--- src/rtl/cpc_pkg.sv ---
package cpc_pkg;
    localparam int PKT_W    = 32;
    localparam int KIND_W   = 3;
    localparam int DEST_W   = 8;
    localparam int PRIO_W   = 3;
    localparam int FLOW_W   = 8;
    localparam int KIND_LSB = PKT_W - KIND_W;
    localparam int TAG_W    = KIND_LSB;
    localparam int RSVD_W   = TAG_W - DEST_W - PRIO_W - FLOW_W;

    typedef enum logic [KIND_W-1:0] {
        PK_SETUP = 3'd0,
        PK_TEAR  = 3'd1,
        PK_GRANT = 3'd2,
        PK_BLOCK = 3'd3,
        PK_ACK   = 3'd4
    } pkt_kind_e;

    typedef enum logic [2:0] {
        S_IDLE,
        S_SETUP,
        S_WAIT,
        S_BACKOFF,
        S_STREAM,
        S_TEAR,
        S_ACKW
    } cpc_state_e;
endpackage

--- src/rtl/cpc_pkt_enc.sv ---
module cpc_pkt_enc
    import cpc_pkg::*;
(
    input  pkt_kind_e             kind,
    input  logic [DEST_W-1:0]     dest,
    input  logic [PRIO_W-1:0]     prio,
    input  logic [FLOW_W-1:0]     flow,
    output logic [TAG_W-1:0]      tag,
    output logic [PKT_W-1:0]      pkt
);
    always_comb begin
        tag = {dest, prio, flow, {RSVD_W{1'b0}}};
        pkt = {kind, tag};
    end
endmodule

--- src/rtl/cpc_pkt_dec.sv ---
module cpc_pkt_dec
    import cpc_pkg::*;
(
    input  logic                  rx_valid,
    input  logic [PKT_W-1:0]      rx_data,
    input  logic [TAG_W-1:0]      own_tag,
    output logic                  hit_grant,
    output logic                  hit_block,
    output logic                  hit_ack
);
    logic tag_match;

    always_comb begin
        tag_match = rx_valid && (rx_data[TAG_W-1:0] == own_tag);
        hit_grant = tag_match && (rx_data[PKT_W-1:KIND_LSB] == PK_GRANT);
        hit_block = tag_match && (rx_data[PKT_W-1:KIND_LSB] == PK_BLOCK);
        hit_ack   = tag_match && (rx_data[PKT_W-1:KIND_LSB] == PK_ACK);
    end
endmodule

--- src/rtl/cpc_backoff.sv ---
module cpc_backoff #(
    parameter int BO_W   = 8,
    parameter int RTRY_W = 3
) (
    input  logic              clk,
    input  logic              rst_n,
    input  logic              load,
    input  logic [BO_W-1:0]   base,
    input  logic [RTRY_W-1:0] shift,
    output logic              expired
);
    localparam int CNT_W = BO_W + (1 << RTRY_W) - 1;

    logic [CNT_W-1:0] cnt_d, cnt_q;

    always_comb begin
        cnt_d = cnt_q;
        if (load) begin
            cnt_d = CNT_W'(base) << shift;
        end else if (cnt_q != '0) begin
            cnt_d = cnt_q - 1'b1;
        end
        expired = (cnt_q == '0);
    end

    always_ff @(posedge clk or negedge rst_n) begin
        if (!rst_n) begin
            cnt_q <= '0;
        end else begin
            cnt_q <= cnt_d;
        end
    end
endmodule

--- src/rtl/circ_path_ctrl.sv ---
module circ_path_ctrl
    import cpc_pkg::*;
#(
    parameter int LEN_W  = 9,
    parameter int DATA_W = 32,
    parameter int BO_W   = 8,
    parameter int RTRY_W = 3,
    parameter int TO_W   = 16
) (
    input  logic                 clk,
    input  logic                 rst_n,
    input  logic [BO_W-1:0]      cfg_backoff_base,
    input  logic [RTRY_W-1:0]    cfg_max_retry,
    input  logic [TO_W-1:0]      cfg_ack_timeout,
    input  logic                 req_valid,
    output logic                 req_ready,
    input  logic [DEST_W-1:0]    req_dest,
    input  logic [PRIO_W-1:0]    req_prio,
    input  logic [FLOW_W-1:0]    req_flow,
    input  logic [LEN_W-1:0]     req_len,
    input  logic                 req_ack_mode,
    output logic                 rsp_valid,
    output logic                 rsp_ok,
    output logic                 ctl_tx_valid,
    input  logic                 ctl_tx_ready,
    output logic [PKT_W-1:0]     ctl_tx_data,
    input  logic                 ctl_rx_valid,
    input  logic [PKT_W-1:0]     ctl_rx_data,
    input  logic                 pl_in_valid,
    output logic                 pl_in_ready,
    input  logic [DATA_W-1:0]    pl_in_data,
    output logic                 pl_out_valid,
    input  logic                 pl_out_ready,
    output logic [DATA_W-1:0]    pl_out_data,
    output logic                 pl_out_last
);
    typedef struct packed {
        cpc_state_e          st;
        logic [DEST_W-1:0]   dest;
        logic [PRIO_W-1:0]   prio;
        logic [FLOW_W-1:0]   flow;
        logic [LEN_W-1:0]    len;
        logic                ack_mode;
        logic [LEN_W-1:0]    beat;
        logic [RTRY_W-1:0]   retry;
        logic [RTRY_W-1:0]   resend;
        logic [TO_W-1:0]     timer;
        logic                rsp_v;
        logic                rsp_ok;
    } ctl_t;

    ctl_t      q, d;
    pkt_kind_e tx_kind;
    logic [TAG_W-1:0] own_tag;
    logic      hit_grant, hit_block, hit_ack;
    logic      bo_load, bo_expired;

    assign tx_kind = (q.st == S_TEAR) ? PK_TEAR : PK_SETUP;

    cpc_pkt_enc u_enc (
        .kind (tx_kind),
        .dest (q.dest),
        .prio (q.prio),
        .flow (q.flow),
        .tag  (own_tag),
        .pkt  (ctl_tx_data)
    );

    cpc_pkt_dec u_dec (
        .rx_valid  (ctl_rx_valid),
        .rx_data   (ctl_rx_data),
        .own_tag   (own_tag),
        .hit_grant (hit_grant),
        .hit_block (hit_block),
        .hit_ack   (hit_ack)
    );

    cpc_backoff #(
        .BO_W   (BO_W),
        .RTRY_W (RTRY_W)
    ) u_backoff (
        .clk     (clk),
        .rst_n   (rst_n),
        .load    (bo_load),
        .base    (cfg_backoff_base),
        .shift   (q.retry),
        .expired (bo_expired)
    );

    always_comb begin
        d        = q;
        d.rsp_v  = 1'b0;
        d.rsp_ok = 1'b0;
        bo_load  = 1'b0;
        case (q.st)
            S_IDLE: begin
                if (req_valid) begin
                    d.st       = S_SETUP;
                    d.dest     = req_dest;
                    d.prio     = req_prio;
                    d.flow     = req_flow;
                    d.len      = req_len;
                    d.ack_mode = req_ack_mode;
                    d.retry    = '0;
                    d.resend   = '0;
                end
            end
            S_SETUP: begin
                if (ctl_tx_ready) begin
                    d.st = S_WAIT;
                end
            end
            S_WAIT: begin
                if (hit_grant) begin
                    d.st   = S_STREAM;
                    d.beat = '0;
                end else if (hit_block) begin
                    if (q.retry == cfg_max_retry) begin
                        d.st     = S_IDLE;
                        d.rsp_v  = 1'b1;
                        d.rsp_ok = 1'b0;
                    end else begin
                        bo_load = 1'b1;
                        d.retry = q.retry + 1'b1;
                        d.st    = S_BACKOFF;
                    end
                end
            end
            S_BACKOFF: begin
                if (bo_expired) begin
                    d.st = S_SETUP;
                end
            end
            S_STREAM: begin
                if (pl_in_valid && pl_out_ready) begin
                    if (q.beat == q.len) begin
                        d.st = S_TEAR;
                    end else begin
                        d.beat = q.beat + 1'b1;
                    end
                end
            end
            S_TEAR: begin
                if (ctl_tx_ready) begin
                    if (q.ack_mode) begin
                        d.st    = S_ACKW;
                        d.timer = '0;
                    end else begin
                        d.st     = S_IDLE;
                        d.rsp_v  = 1'b1;
                        d.rsp_ok = 1'b1;
                    end
                end
            end
            S_ACKW: begin
                if (hit_ack) begin
                    d.st     = S_IDLE;
                    d.rsp_v  = 1'b1;
                    d.rsp_ok = 1'b1;
                end else if (q.timer == cfg_ack_timeout) begin
                    if (q.resend == cfg_max_retry) begin
                        d.st     = S_IDLE;
                        d.rsp_v  = 1'b1;
                        d.rsp_ok = 1'b0;
                    end else begin
                        d.resend = q.resend + 1'b1;
                        d.retry  = '0;
                        d.st     = S_SETUP;
                    end
                end else begin
                    d.timer = q.timer + 1'b1;
                end
            end
            default: d.st = S_IDLE;
        endcase
    end

    always_ff @(posedge clk or negedge rst_n) begin
        if (!rst_n) begin
            q <= '0;
        end else begin
            q <= d;
        end
    end

    always_comb begin
        req_ready    = (q.st == S_IDLE);
        ctl_tx_valid = (q.st == S_SETUP) || (q.st == S_TEAR);
        pl_out_valid = (q.st == S_STREAM) && pl_in_valid;
        pl_in_ready  = (q.st == S_STREAM) && pl_out_ready;
        pl_out_data  = pl_in_data;
        pl_out_last  = (q.st == S_STREAM) && (q.beat == q.len);
        rsp_valid    = q.rsp_v;
        rsp_ok       = q.rsp_ok;
    end
endmodule

--- config.mk ---
export PLATFORM = sky130hd
export DESIGN_NAME = circ_path_ctrl
export DESIGN_NICKNAME = d
export VERILOG_FILES = /design/src/rtl/cpc_pkg.sv /design/src/rtl/cpc_pkt_enc.sv /design/src/rtl/cpc_pkt_dec.sv /design/src/rtl/cpc_backoff.sv /design/src/rtl/circ_path_ctrl.sv
export SDC_FILE = /design/constraint.sdc
export NUM_CORES = 1
export LEC_CHECK = 0
export CORE_ASPECT_RATIO = 0.9
export CORE_MARGIN = 2
export CORE_UTILIZATION = 49
export CTS_CLUSTER_DIAMETER = 150
export DETAILED_ROUTE_END_ITERATION = 7
export PLACE_DENSITY_LB_ADDON = 0.25
export SYNTH_ARGS = -nofsm -noshare
export SYNTH_HDL_FRONTEND = slang
export SYNTH_SLANG_ARGS = --single-unit
--- constraint.sdc ---
create_clock -name clk -period 7.1 [get_ports clk]
set_clock_uncertainty 0.2 [all_clocks]
set_input_delay 1.42 -clock clk [delete_from_list [all_inputs] [get_ports clk]]
set_output_delay 1.42 -clock clk [all_outputs]
set_load 0.01 [all_outputs]
# --- Word-level counts from Yosys, hierarchy flattened ---
# Index checks and enable logic that the tools add are counted.
totals:
  ram_bits: 0
  rom_bits: 0
  ff_bits: 80
  out_inout_bits: 71
  word_cells: 120
  inputBits: 127
  latch_bits: 0
  mem_count: 0
classes:
  n_mul: 0
  eq_ne: 32
  reduce_logical: 23
  n_shift: 1
  n_lt_le_gt_ge: 0
  n_div: 0
  bitwise_logic: 0
  add_sub_neg: 5
  mux: 46
op_table:
  columns: ["op", "n"]
  rows:
  - ["3-bit two-way mux", 13]
  - ["16-bit two-way mux", 2]
  - ["32-bit two-way mux", 1]
  - ["2-bit inequality test, second input constant", 16]
  - ["16-bit one-hot mux with 2 select lines", 1]
  - ["15-bit two-way mux", 2]
  - ["29-bit equality test", 1]
  - ["9-bit two-way mux", 3]
  - ["22-bit two-way mux", 1]
  - ["3-bit one-hot mux with 7 select lines", 1]
  - ["18-bit two-way mux", 1]
  - ["6-bit two-way mux", 3]
  - ["9-bit one-hot mux with 2 select lines", 1]
  - ["16-bit by 1-bit adder with 16-bit output, second input constant", 1]
  - ["16-bit equality test", 1]
  - ["2-bit two-way mux", 8]
  - ["8-bit AND reduction", 2]
  - ["15-bit zero test", 1]
  - ["15-bit nonzero test", 1]
  - ["8-bit by 3-bit left shift with 15-bit output", 1]
  - ["15-bit by 1-bit subtractor with 15-bit output, second input constant", 1]
  - ["3-bit by 2-bit equality test with 1-bit output, second input constant", 4]
  - ["3-bit equality test, second input constant", 4]
  - ["5-bit AND reduction", 2]
  - ["other kinds (17)", 35]

# --- Logic depth before layout (Yosys ltp) ---
# Gate-level depths: netlist (run 1).
logic_depth:
  ltp_word: 7
  mapped_depth: 10
  ltp_nobuf: 8

# --- Hierarchy ---
# Synthesis (run 1) repeated with hierarchy kept, for this count alone.
unflattened:
  hier_cells: 639
  hier_area_um2: 5983.2
by_module_without_submodules:
  columns: ["module", "seq_area_each_um2", "cells_per_inst", "area_per_inst_um2", "instances"]
  rows:
  - ["circ_path_ctrl", 1626.6, 401, 3977.6, 1]
  - ["cpc_backoff", 375.4, 129, 1182.4, 1]
  - ["cpc_pkt_enc", 0.0, 62, 461.7, 1]
  - ["cpc_pkt_dec", 0.0, 47, 361.6, 1]

# --- Least setup slack after synthesis (run 1) ---
# OpenSTA, ideal clock, no wires.
synth_timing:
  path_kind: "in2reg"
  start: "input ctl_rx_data[9]"
  end: "register u_backoff.cnt_q[3]"
  path_stages: 8
  t_arrival_ns: 3.094
  setup_ns: 0.118
  slack_ns: 3.688
  required_ns: 6.782
  path_buffers: 2
  path_cell_list: "nor3b_1 > nand4_1 > nor3_1 > nand3_1 > or3b_1 > clkbuf_1 > clkbuf_1 > a21o_1"
synth_between:
  elab_chain_len: 7
  word_cells_on_any_way: 9
  classes_between: "1 x eq/ne; 4 x mux; 4 x reduce/logical"
synth_rtl:
  columns: ["item", "line", "rtl"]
  rows:
  - ["from (decl)", "circ_path_ctrl.sv:28", "input logic [PKT_W-1:0] ctl_rx_data,"]
  - ["29-bit equality test *", "cpc_pkt_dec.sv:14", "tag_match = rx_valid && (rx_data[TAG_W-1:0] == own_tag);"]
  - ["1-bit logical AND *", "cpc_pkt_dec.sv:14", null]
  - ["1-bit logical AND", "cpc_pkt_dec.sv:16", "hit_block = tag_match && (rx_data[PKT_W-1:KIND_LSB] == PK_BLOCK);"]
  - ["1-bit two-way mux", "circ_path_ctrl.sv:117", "end else if (hit_block) begin"]
  - ["1-bit two-way mux *", "circ_path_ctrl.sv:114", "if (hit_grant) begin"]
  - ["1-bit two-way mux *", "circ_path_ctrl.sv:95", "case (q.st)"]
  - ["15-bit two-way mux / 2-bit nonzero test (equally long branches)", null, null]
  - ["to (signal assigned)", "cpc_backoff.sv:30", "cnt_q <= cnt_d;"]
  - ["to (decl)", "cpc_backoff.sv:14", "logic [CNT_W-1:0] cnt_d, cnt_q;"]
# Every way passes the cells marked *; elsewhere a longest branch is shown, timed or not.
# A chain may end at the register's enable or synchronous reset.

# --- Final worst setup path (run 1) ---
layout_timing:
  start: "input pl_out_ready"
  end: "output pl_in_ready"
layout_between:
  elab_chain_len: 1
layout_rtl:
  columns: ["item", "line", "rtl"]
  rows:
  - ["from (decl)", "circ_path_ctrl.sv:33", "input logic pl_out_ready,"]
  - ["1-bit logical AND", "circ_path_ctrl.sv:190", "pl_in_ready = (q.st == S_STREAM) && pl_out_ready;"]
  - ["to (decl)", "circ_path_ctrl.sv:30", "output logic pl_in_ready,"]
# No other way between the ends.

==> reports/results.tsv, run 1 <==
stage	metric	value	unit
outcome	status	complete, no violations	
worst_setup_path	cp_max_fo	3	
yosys	yosys_warnings	0	
worst_setup_path	critPathLaunchType	input pin	
layout	layout_common_cells	nand2_1, clkdlybuf4s50_1, dfrtp_1	
pwr	pwr-share-seq	40.1	%
sta	post-route-min-period	4220	ps
routing	drtPass1Iterations	4	
sta	rsz0062_at_grt	false	
routing	drc	0	
yosys	synthFlopType	dfrtp_1	
yosys	synth_seq_cells	80	
pwr	vdd_ir_drop_max	0.000167	V
sta	finalHoldViolCount	0	
floorplan	fp-row-count	36	
job	drv_cap	0	
pwr	switching_share	29.3	%
floorplan	die_width	114	microns
worst_setup_path	r2r_slack	3810	ps
routing	final_antenna_net_count	0	
sta	period_share	59.5	%
grt	grt_pass1_vias	4370	
sta	relSlewSlack	27.4	%
pwr	p_leak	2.76	nW
yosys	synth-edff-count	0	
grt	grt_overflow_total	0	
pwr	clkPwrFrac	32.7	%
yosys	yosys.cell_types.count	57	
pwr	power_frac_comb	27.2	%
clock_network	cts_buffers	9	
worst_setup_path	crit_top_cell	clkdlybuf4s50_1	
layout	nFillCells	952	
layout	area_growth_syn_to_layout	21.9	%
layout	multiInputGateArea	2780	sq um
pwr	powerDensity	244	nW/um^2
clock_network	htreeDepth	3	
place	io_buffers	121	
worst_setup_path	critPathRequiredTime	5480	ps
pwr	p_switching	0.000469	W
layout	final-seq-area	2000	sq um
worst_hold_path	hold_class	flip-flop to flip-flop	
clock_network	clk_root_buffer_cell	clkbuf_16	
layout	layout-drive-gt1-share	5.19	%
worst_setup_path	slowest_delay	540	ps
yosys	ys_seq_area_share	37.3	%
clock_network	cts_hold_buf	0	
sta	fmax	237	MHz
floorplan	pin_count	198	
yosys	syn_area	5370	sq um
layout	antenna_cells	0	
routing	vias	4526	
pwr	p_int	0.00113	W
floorplan	dieArea	11800	sq um
worst_setup_path	crit_path_end_kind	output port	
grt	grt_usage	21.9	%
clock_network	cts_tree	done	
yosys	syn_area_per_cell	8.48	sq um
sta	maxSlewViolCount	0	
layout	finish.utilization	60.8	%
sta	tightest_slew	1090	ps
routing	viasPerCell	5.47	
routing	drtIter0Drc	216	
sta	setup_tns	0	ps
worst_setup_path	cp_cell_sequence	clkdlybuf4s50_1, and3_1, clkdlybuf4s50_1	
floorplan	die_h	103	microns
worst_setup_path	crit_slowest_cell	clkdlybuf4s50_1	
place	place_congestion	0.833	
clock_network	clock_path_buffers	2	
yosys	async_reset_ff_share	100	%
routing	drt-total-wl	12800	microns
worst_setup_path	criticalPathCategory	input pin to output port	
layout	layout_commonest_cell	nand2_1	
grt	grt_pass1_wl	20700	microns
yosys	postSynthCellCount	633	
layout	fin_nets	821	
grt	grt_start_max_net_pins	81	
clock_network	cts_setup_buffers	0	
sta	setup_viol	0	
clock_network	clkLatencyLatePin	330	ps
clock_network	cts-resized-gates	0	
grt	grt_antenna_before_repair	0	
floorplan	start_util	49.8	%
worst_setup_path	cp.arrival	2600	ps
clock_network	cts.sinks	80	
routing	wl_per_cell	15.5	microns
clock_network	clkTransAtPathRegs	60	ps
place	hpwl	9640	microns
floorplan	core_region_area	10800	sq um
==> sequential cells by signal, summed over array words and instances, names as in the netlist <==
signal           flops
q                   63
rsp_ok               1
rsp_valid            1
u_backoff.cnt_q     15
==> power by group through the flow <==
stage          logic (W)  registers, W  clock network, W
2_1_floorplan   0.000341      0.000608                 0
3_3_place_gp    0.000427      0.000646                 0
3_5_place_dp    0.000438      0.000646                 0
4_1_cts         0.000439      0.000641          0.000530
5_1_grt         0.000482      0.000653          0.000552
6_report        0.000434      0.000641          0.000523
==> worst max-delay path, delay by kind of cell <==
family        cells  cell delay, ps
buf+inv           2            1030
simple gates      1             150
==> path summary, 6_finish.rpt <==
| path | from | to | cells after the start |
|---|---|---|---|
| worst max register to register | u_backoff.cnt_q[5]$_DFFE_PN0P_ | u_backoff.cnt_q[0]$_DFFE_PN0P_ | 7 |
| worst min register to register | q[35]$_DFFE_PN0P_ | q[35]$_DFFE_PN0P_ | 2 |
| min in group asynchronous | rst_n | q[49]$_DFFE_PN0P_ | 1 |
| worst min-delay path | q[35]$_DFFE_PN0P_ | q[35]$_DFFE_PN0P_ | 2 |
| worst max-delay path | pl_out_ready | pl_in_ready | 3 |
| max in group asynchronous | rst_n | q[4]$_DFFE_PN0P_ | 1 |
==> cell usage after synthesis (2+ instances only) <==
cell type / count / area share (%)
a211oi_1: 3 / 0.42
a21o_1: 4 / 0.56
a21oi_1: 27 / 2.5
and2_1: 4 / 0.47
and3_1: 10 / 1.2
buf_2: 2 / 0.19
buf_4: 64 / 9.0
clkbuf_1: 19 / 1.3
dfrtp_1: 80 / 37
ha_1: 5 / 1.2
inv_1: 12 / 0.84
mux2_2: 5 / 1.0
mux2i_1: 13 / 2.4
nand2_1: 122 / 8.5
nand2b_1: 5 / 0.58
nand3_1: 24 / 2.2
nand3b_1: 5 / 0.70
nand4_1: 14 / 1.6
nor2_1: 24 / 1.7
nor2b_1: 5 / 0.58
nor3_1: 10 / 0.93
nor3b_1: 3 / 0.42
nor4_1: 11 / 1.3
o211ai_1: 2 / 0.28
o21ai_0: 32 / 3.0
o21ai_1: 3 / 0.28
o31ai_1: 9 / 1.3
or2_2: 2 / 0.23
or3_1: 11 / 1.3
or3_2: 4 / 0.56
or3b_2: 2 / 0.33
or4_1: 9 / 1.3
xnor2_1: 33 / 5.4
xor2_1: 32 / 5.2
==> area by class of cell <==
class	instances	share of cell area [%]
multi-input cells	464	42.5
flip-flops and latches	80	30.6
repair buffers	121	18.5
clock buffers	11	3.56
well taps	133	2.54
clock inverters	5	1.61
inverters	13	0.746
==> per-layer routing <==
metal	GRT usage (%)	up-vias	part of all wire (%)	routed length [microns]
met5	0	-	0	0
met4	7.50	0	1.8	229
met3	4.37	29	6.3	803
met2	37.8	132	48	6170
met1	27.9	2158	44	5610
li1	-	2207	-	-
==> logic make-up (layout without fill, tap and decap cells) <==
logic type	Yosys count	after routing	share of synthesized area [%]
and+or+nand+nor	274	274	25.7
buffers and inverters	100	150	11.7
AOI/OAI and AO/OA	89	89	9.70
DFF	80	80	37.3
xor gates and xnor gates	65	65	10.6
muxes	19	19	3.75
adders and majority gates	5	5	1.17
other	1	12	0.0699
==> per-stage QoR <==
stage | cell area (sq um) | instances | setup slack (ps) | hold WS (ps) | total power [W]
after global routing | 6540 | 827 | 2720 | 321 | 0.00169
final | 6540 | 827 | 2880 | 298 | 0.00160
after detailed placement | 6210 | 811 | 2590 | 287 | 0.00108
after global placement | 6210 | 811 | 2650 | 286 | 0.00107
after floorplan | 5410 | 644 | 3690 | 265 | 0.000949
after CTS | 6540 | 827 | 2870 | 302 | 0.00161
Power figures use the tool's default switching activity.
==> inputs of run 2 (changes only) <==
--- a/config.mk
+++ b/config.mk
@@ -7,7 +7,7 @@
 export LEC_CHECK = 0
 export CORE_ASPECT_RATIO = 0.9
 export CORE_MARGIN = 2
-export CORE_UTILIZATION = 49
+export CORE_UTILIZATION = 45
 export CTS_CLUSTER_DIAMETER = 150
 export DETAILED_ROUTE_END_ITERATION = 7
 export PLACE_DENSITY_LB_ADDON = 0.25
==> constraint.sdc (replaced) <==
create_clock -name clk -period 4.4 [get_ports clk]
set_clock_uncertainty 0.2 [all_clocks]
set_input_delay 0.88 -clock clk [delete_from_list [all_inputs] [get_ports clk]]
set_output_delay 0.88 -clock clk [all_outputs]
set_load 0.01 [all_outputs]
==> run 2 against run 1 <==
Net effect: first-iteration DRC count increased by 20%; final area up 0.63%; wire length is 4.6% higher; setup slack worse by 1900 ps; count of clock-buffer cells in the layout down 1; utilization decreased by 3.7 points; critical path depth up 5; sequential power up 61%; sequential share of layout area decreased by 0.19 points; largest power group unchanged.
==> reports/results.tsv, run 2 (synthesized netlist as in run 1, its figures left out) <==
stage	metric	value	unit
sta	rsz0062_at_grt	false	
clock_network	clock_path_buffers	2	
sta	maxSlewViolCount	0	
layout	nFillCells	1016	
worst_setup_path	cp_max_fo	8	
floorplan	pin_count	198	
clock_network	htreeDepth	3	
layout	fin_nets	826	
layout	layout_common_cells	nand2_1, clkdlybuf4s50_1, dfrtp_1	
place	dpl.cell_count	839	
layout	largestRegisters	q x63, u_backoff.cnt_q x15	
grt	grt_pass1_vias	4569	
routing	drtPass1Iterations	5	
worst_setup_path	crit_start	ctl_rx_valid	
grt	grt_overflow_total	0	
grt	grt_pass1_wl	22100	microns
routing	vias	4552	
sta	fmax	295	MHz
sta	post-route-min-period	3400	ps
sta	period_share	77.2	%
outcome	status	complete, no violations	
floorplan	die_h	108	microns
worst_setup_path	r2r_end	u_backoff.cnt_q[3]$_DFFE_PN0P_	
clock_network	clkTransAtPathRegs	60	ps
layout	layout_commonest_cell	nand2_1	
worst_hold_path	hold_class	flip-flop to flip-flop	
layout	layout-drive-gt1-share	6.15	%
routing	final_antenna_net_count	0	
layout	finish.utilization	57.1	%
layout	area_growth_syn_to_layout	22.7	%
worst_setup_path	crit_path_end_kind	flip-flop	
grt	grt_antenna_before_repair	0	
routing	drtIter0Drc	260	
worst_setup_path	r2r-start	u_backoff.cnt_q[5]$_DFFE_PN0P_	
sta	setup_tns	0	ps
sta	relSlewSlack	23.3	%
worst_setup_path	critPathLaunchType	input pin	
clock_network	cts.sinks	80	
pwr	vdd_ir_drop_max	0.000282	V
place	place_congestion	0.862	
clock_network	cts_buffers	9	
worst_setup_path	critPathRequiredTime	4450	ps
worst_setup_path	criticalPathCategory	input pin to flip-flop	
clock_network	cts-resized-gates	0	
floorplan	start_util	46.6	%
place	hpwl	10000	microns
floorplan	fp-row-count	37	
floorplan	core_region_area	11500	sq um
clock_network	clk_root_buffer_cell	clkbuf_16	
routing	wl_per_cell	15.7	microns
layout	finalNonFillerCells	855	
worst_setup_path	cp.arrival	3440	ps
routing	drc	0	
routing	drt-total-wl	13400	microns
place	dp_worst_setup_slack	748	ps
sta	fin_ws	1000	ps
worst_setup_path	r2r_slack	1190	ps
clock_network	cts_hold_buf	0	
floorplan	die_width	119	microns
pwr	powerDensity	384	nW/um^2
clock_network	cts_setup_buffers	0	
layout	largest_reg_flops	63	
grt	grt_start_max_net_pins	81	
layout	largest-register	q	
place	io_buffers	121	
sta	finalHoldViolCount	0	
layout	antenna_cells	0	
sta	setup_viol	0	
routing	viasPerCell	5.32	
pwr	p_leak	2.78	nW
worst_setup_path	reg2reg_depth	6	
grt	grt_usage	21.4	%
clock_network	clkLatencyLatePin	340	ps
worst_setup_path	crit_end	u_backoff.cnt_q[1]$_DFFE_PN0P_	
job	drv_cap	0	
sta	tightest_slew	1150	ps
clock_network	cts_tree	done	
floorplan	dieArea	12800	sq um
-- run 2: cell count changes in the layout (fill, tap and decap cells not counted) --
| cell | delta |
|---|---|
| buf_4 | +5 |
| bufinv_16 | -2 |
| clkbuf_1 | -2 |
| clkbuf_8 | +1 |
| inv_6 | +2 |
| inv_8 | +1 |
-- run 2: worst min-delay path by stage --
stage / cells after the start / start / end
finish: 1 / q[20]$_DFFE_PN0P_ / q[20]$_DFFE_PN0P_
global route: 2 / q[41]$_DFFE_PN0P_ / q[41]$_DFFE_PN0P_
CTS: 1 / q[20]$_DFFE_PN0P_ / q[20]$_DFFE_PN0P_
detailed placement: 2 / q[41]$_DFFE_PN0P_ / q[41]$_DFFE_PN0P_
global placement: 2 / q[41]$_DFFE_PN0P_ / q[41]$_DFFE_PN0P_
floorplan: 2 / q[34]$_DFFE_PN0P_ / q[34]$_DFFE_PN0P_
-- run 2: metal layers --
layer	routed length (microns)	GRT usage, %	vias up
met1	5710	26.5	2141
met5	0	0	-
met4	262	6.72	0
met3	987	5.61	36
met2	6440	36.8	154
li1	-	-	2221
-- run 2: critical path: stages --
cell	delay (ps)
clkdlybuf4s50_1	440
nor3b_1	350
nand4_1	140
nor3_1	290
nand3_1	210
or3b_1	520
or4_1	510
o21ai_0	100
-- run 2: power by group --
| part | switching [W] | internal, W | total (W) |
|---|---|---|---|
| registers | 0.000162 | 0.000872 | 0.00103 |
| clock network | 0.000321 | 0.000463 | 0.000784 |
| logic | 0.000310 | 0.000396 | 0.000707 |
| total | 0.000794 | 0.00173 | 0.00253 |
-- run 2: cell type report --
class | instances | area [sq um] | share of cell area (%)
Sequential cell | 80 | 2000 | 30.4
Inverter | 13 | 48.8 | 0.741
Clock inverter | 6 | 73.8 | 1.12
Multi-Input combinational cell | 464 | 2780 | 42.2
Tap cell | 156 | 195 | 2.96
Timing Repair Buffer | 126 | 1250 | 18.9
Clock buffer | 10 | 239 | 3.63
-- run 2: stage by stage --
stage | hold slack (ps) | power (W) | instance area, sq um
floorplan | 265 | 0.00153 | 5410
global placement | 282 | 0.00173 | 6270
detailed placement | 287 | 0.00175 | 6270
CTS | 302 | 0.00255 | 6590
global route | 322 | 0.00267 | 6590
finish | 299 | 0.00253 | 6590
==> inputs of run 3 (changes only) <==
==> constraint.sdc (replaced) <==
create_clock -name clk -period 3.3 [get_ports clk]
set_clock_uncertainty 0.2 [all_clocks]
set_input_delay 0.66 -clock clk [delete_from_list [all_inputs] [get_ports clk]]
set_output_delay 0.66 -clock clk [all_outputs]
set_load 0.01 [all_outputs]
==> run 3 against run 2 <==
Net effect: first-iteration DRC count grew 4.2%; flip-flop and latch count is the same; cell count grew 1.1%; via count shrank 0.40%; non-clock buffer count grew 9; critical path depth shrank 3; worst hold slack lost 8.6 ps; die area is the same; total power grew 29%; sequential share of layout area shrank 0.14 points; count of clock-buffer cells in the layout grew 1; critical endpoint is now pl_out_last.
==> reports/results.tsv, run 3 (synthesized netlist as in run 1, its figures left out) <==
stage	metric	value	unit
routing	drc	0	
clock_network	clock_path_buffers	2	
layout	finish.utilization	57.4	%
sta	finalHoldViolCount	0	
worst_hold_path	hold_class	input pin to asynchronous set/reset pin	
worst_setup_path	critPathLaunchType	flip-flop	
routing	drtPass1Iterations	5	
sta	relSlewSlack	31.1	%
sta	tightest_slew	1030	ps
routing	final_antenna_net_count	0	
layout	fin_nets	835	
place	io_buffers	121	
floorplan	die_width	119	microns
worst_setup_path	r2r_end	q[63]$_DFFE_PN0P_	
worst_setup_path	critPathRequiredTime	2440	ps
clock_network	cts_buffers	9	
layout	layout-drive-gt1-share	7.20	%
sta	hold_ws	291	ps
grt	grt_pass1_wl	22200	microns
layout	layout_common_cells	nand2_1, clkdlybuf4s50_1, dfrtp_1	
layout	largestRegisters	q x63, u_backoff.cnt_q x15	
clock_network	cts.sinks	80	
clock_network	cts_hold_buf	0	
grt	grt_pass1_vias	4599	
worst_setup_path	crit_slowest_cell	clkdlybuf4s50_1	
clock_network	clkLatencyLatePin	350	ps
floorplan	start_util	46.6	%
layout	antenna_cells	0	
layout	largest_reg_flops	63	
sta	rsz0062_at_grt	false	
clock_network	cts-resized-gates	0	
clock_network	htreeDepth	3	
worst_setup_path	criticalPathCategory	flip-flop to output port	
layout	area_growth_syn_to_layout	23.3	%
grt	grt_start_max_net_pins	81	
layout	layout_commonest_cell	nand2_1	
worst_setup_path	r2r-start	u_backoff.cnt_q[5]$_DFFE_PN0P_	
sta	maxSlewViolCount	0	
worst_setup_path	cp.arrival	2150	ps
pwr	vdd_ir_drop_max	0.000361	V
floorplan	core_region_area	11500	sq um
pwr	p_leak	2.80	nW
place	place_congestion	0.863	
layout	largest-register	q	
worst_setup_path	slowest_delay	540	ps
grt	grt_usage	21.7	%
worst_setup_path	path_depth	5	
floorplan	fp-row-count	37	
worst_setup_path	crit_end	pl_out_last	
worst_setup_path	cp_max_fo	5	
place	place_area	6340	sq um
routing	drt-total-wl	13400	microns
grt	grt_overflow_total	0	
routing	viasPerCell	5.25	
clock_network	cts_setup_buffers	0	
outcome	status	complete, no violations	
floorplan	pin_count	198	
job	drv_cap	0	
worst_setup_path	reg2reg_depth	6	
place	hpwl	10100	microns
routing	drtIter0Drc	271	
clock_network	cts_tree	done	
worst_setup_path	r2r_slack	400	ps
pwr	total_power	0.00325	W
floorplan	dieArea	12800	sq um
floorplan	die_h	108	microns
layout	final_area	6620	sq um
sta	fmax	332	MHz
sta	period_share	91.2	%
routing	vias	4534	
grt	grt_antenna_before_repair	0	
clock_network	clkTransAtPathRegs	60	ps
worst_setup_path	cp_num_buf_inv	1	
sta	post-route-min-period	3010	ps
worst_setup_path	crit_path_end_kind	output port	
routing	wl_per_cell	15.5	microns
worst_setup_path	cp_cell_sequence	xor2_1, nor4_1, nand3_1, nor2_1, clkdlybuf4s50_1	
clock_network	clk_root_buffer_cell	clkbuf_16	
worst_setup_path	crit_family	simple AND/OR/NAND/NOR gates	
pwr	powerDensity	492	nW/um^2
worst_setup_path	crit_start	q[27]$_DFFE_PN0P_	
sta	setup_viol	0	
## run 3: per-layer routing
metal	global-route usage, %	vias up	share of wire, %
li1	-	2236	-
met1	27.0	2111	44
met2	35.9	154	47
met3	6.99	33	7.2
met4	6.80	0	1.8
met5	0	-	0
## run 3: power breakdown
group	switching, W	internal (W)
Sequential	0.000218	0.00116
Clock	0.000407	0.000527
Combinational	0.000408	0.000530
## run 3: area by class of cell
cell class	count	area, sq um
fill	1053	4910
sequential	80	2000
clock buffer	11	243
clock inverter	5	32.5
timing repair buffer	135	1310
tap	156	195
multi-input combinational	464	2780
inverter	13	48.8
## run 3: worst min-delay path by stage
stage	endpoint	slack [ps]
after global routing	q[41]$_DFFE_PN0P_	330
after global placement	q[40]$_DFFE_PN0P_	280
after detailed placement	q[41]$_DFFE_PN0P_	280
after floorplan	q[10]$_DFFE_PN0P_	160
after CTS	q[41]$_DFFE_PN0P_	300
final	q[55]$_DFFE_PN0P_	290
## run 3: worst register-to-register path: cells and delay by family, from the launching register on
family,cells,cell delay [ps]
simple gates,4,1680
compound gates,2,490
flops,1,410
## run 3: metrics by stage
stage,worst slack (ps),std cells,TNS (ps)
finish,290,864,0
global route,162,864,0
CTS,318,864,0
detailed placement,-34.3,848,-34.3
global placement,114,848,0
floorplan,648,644,0
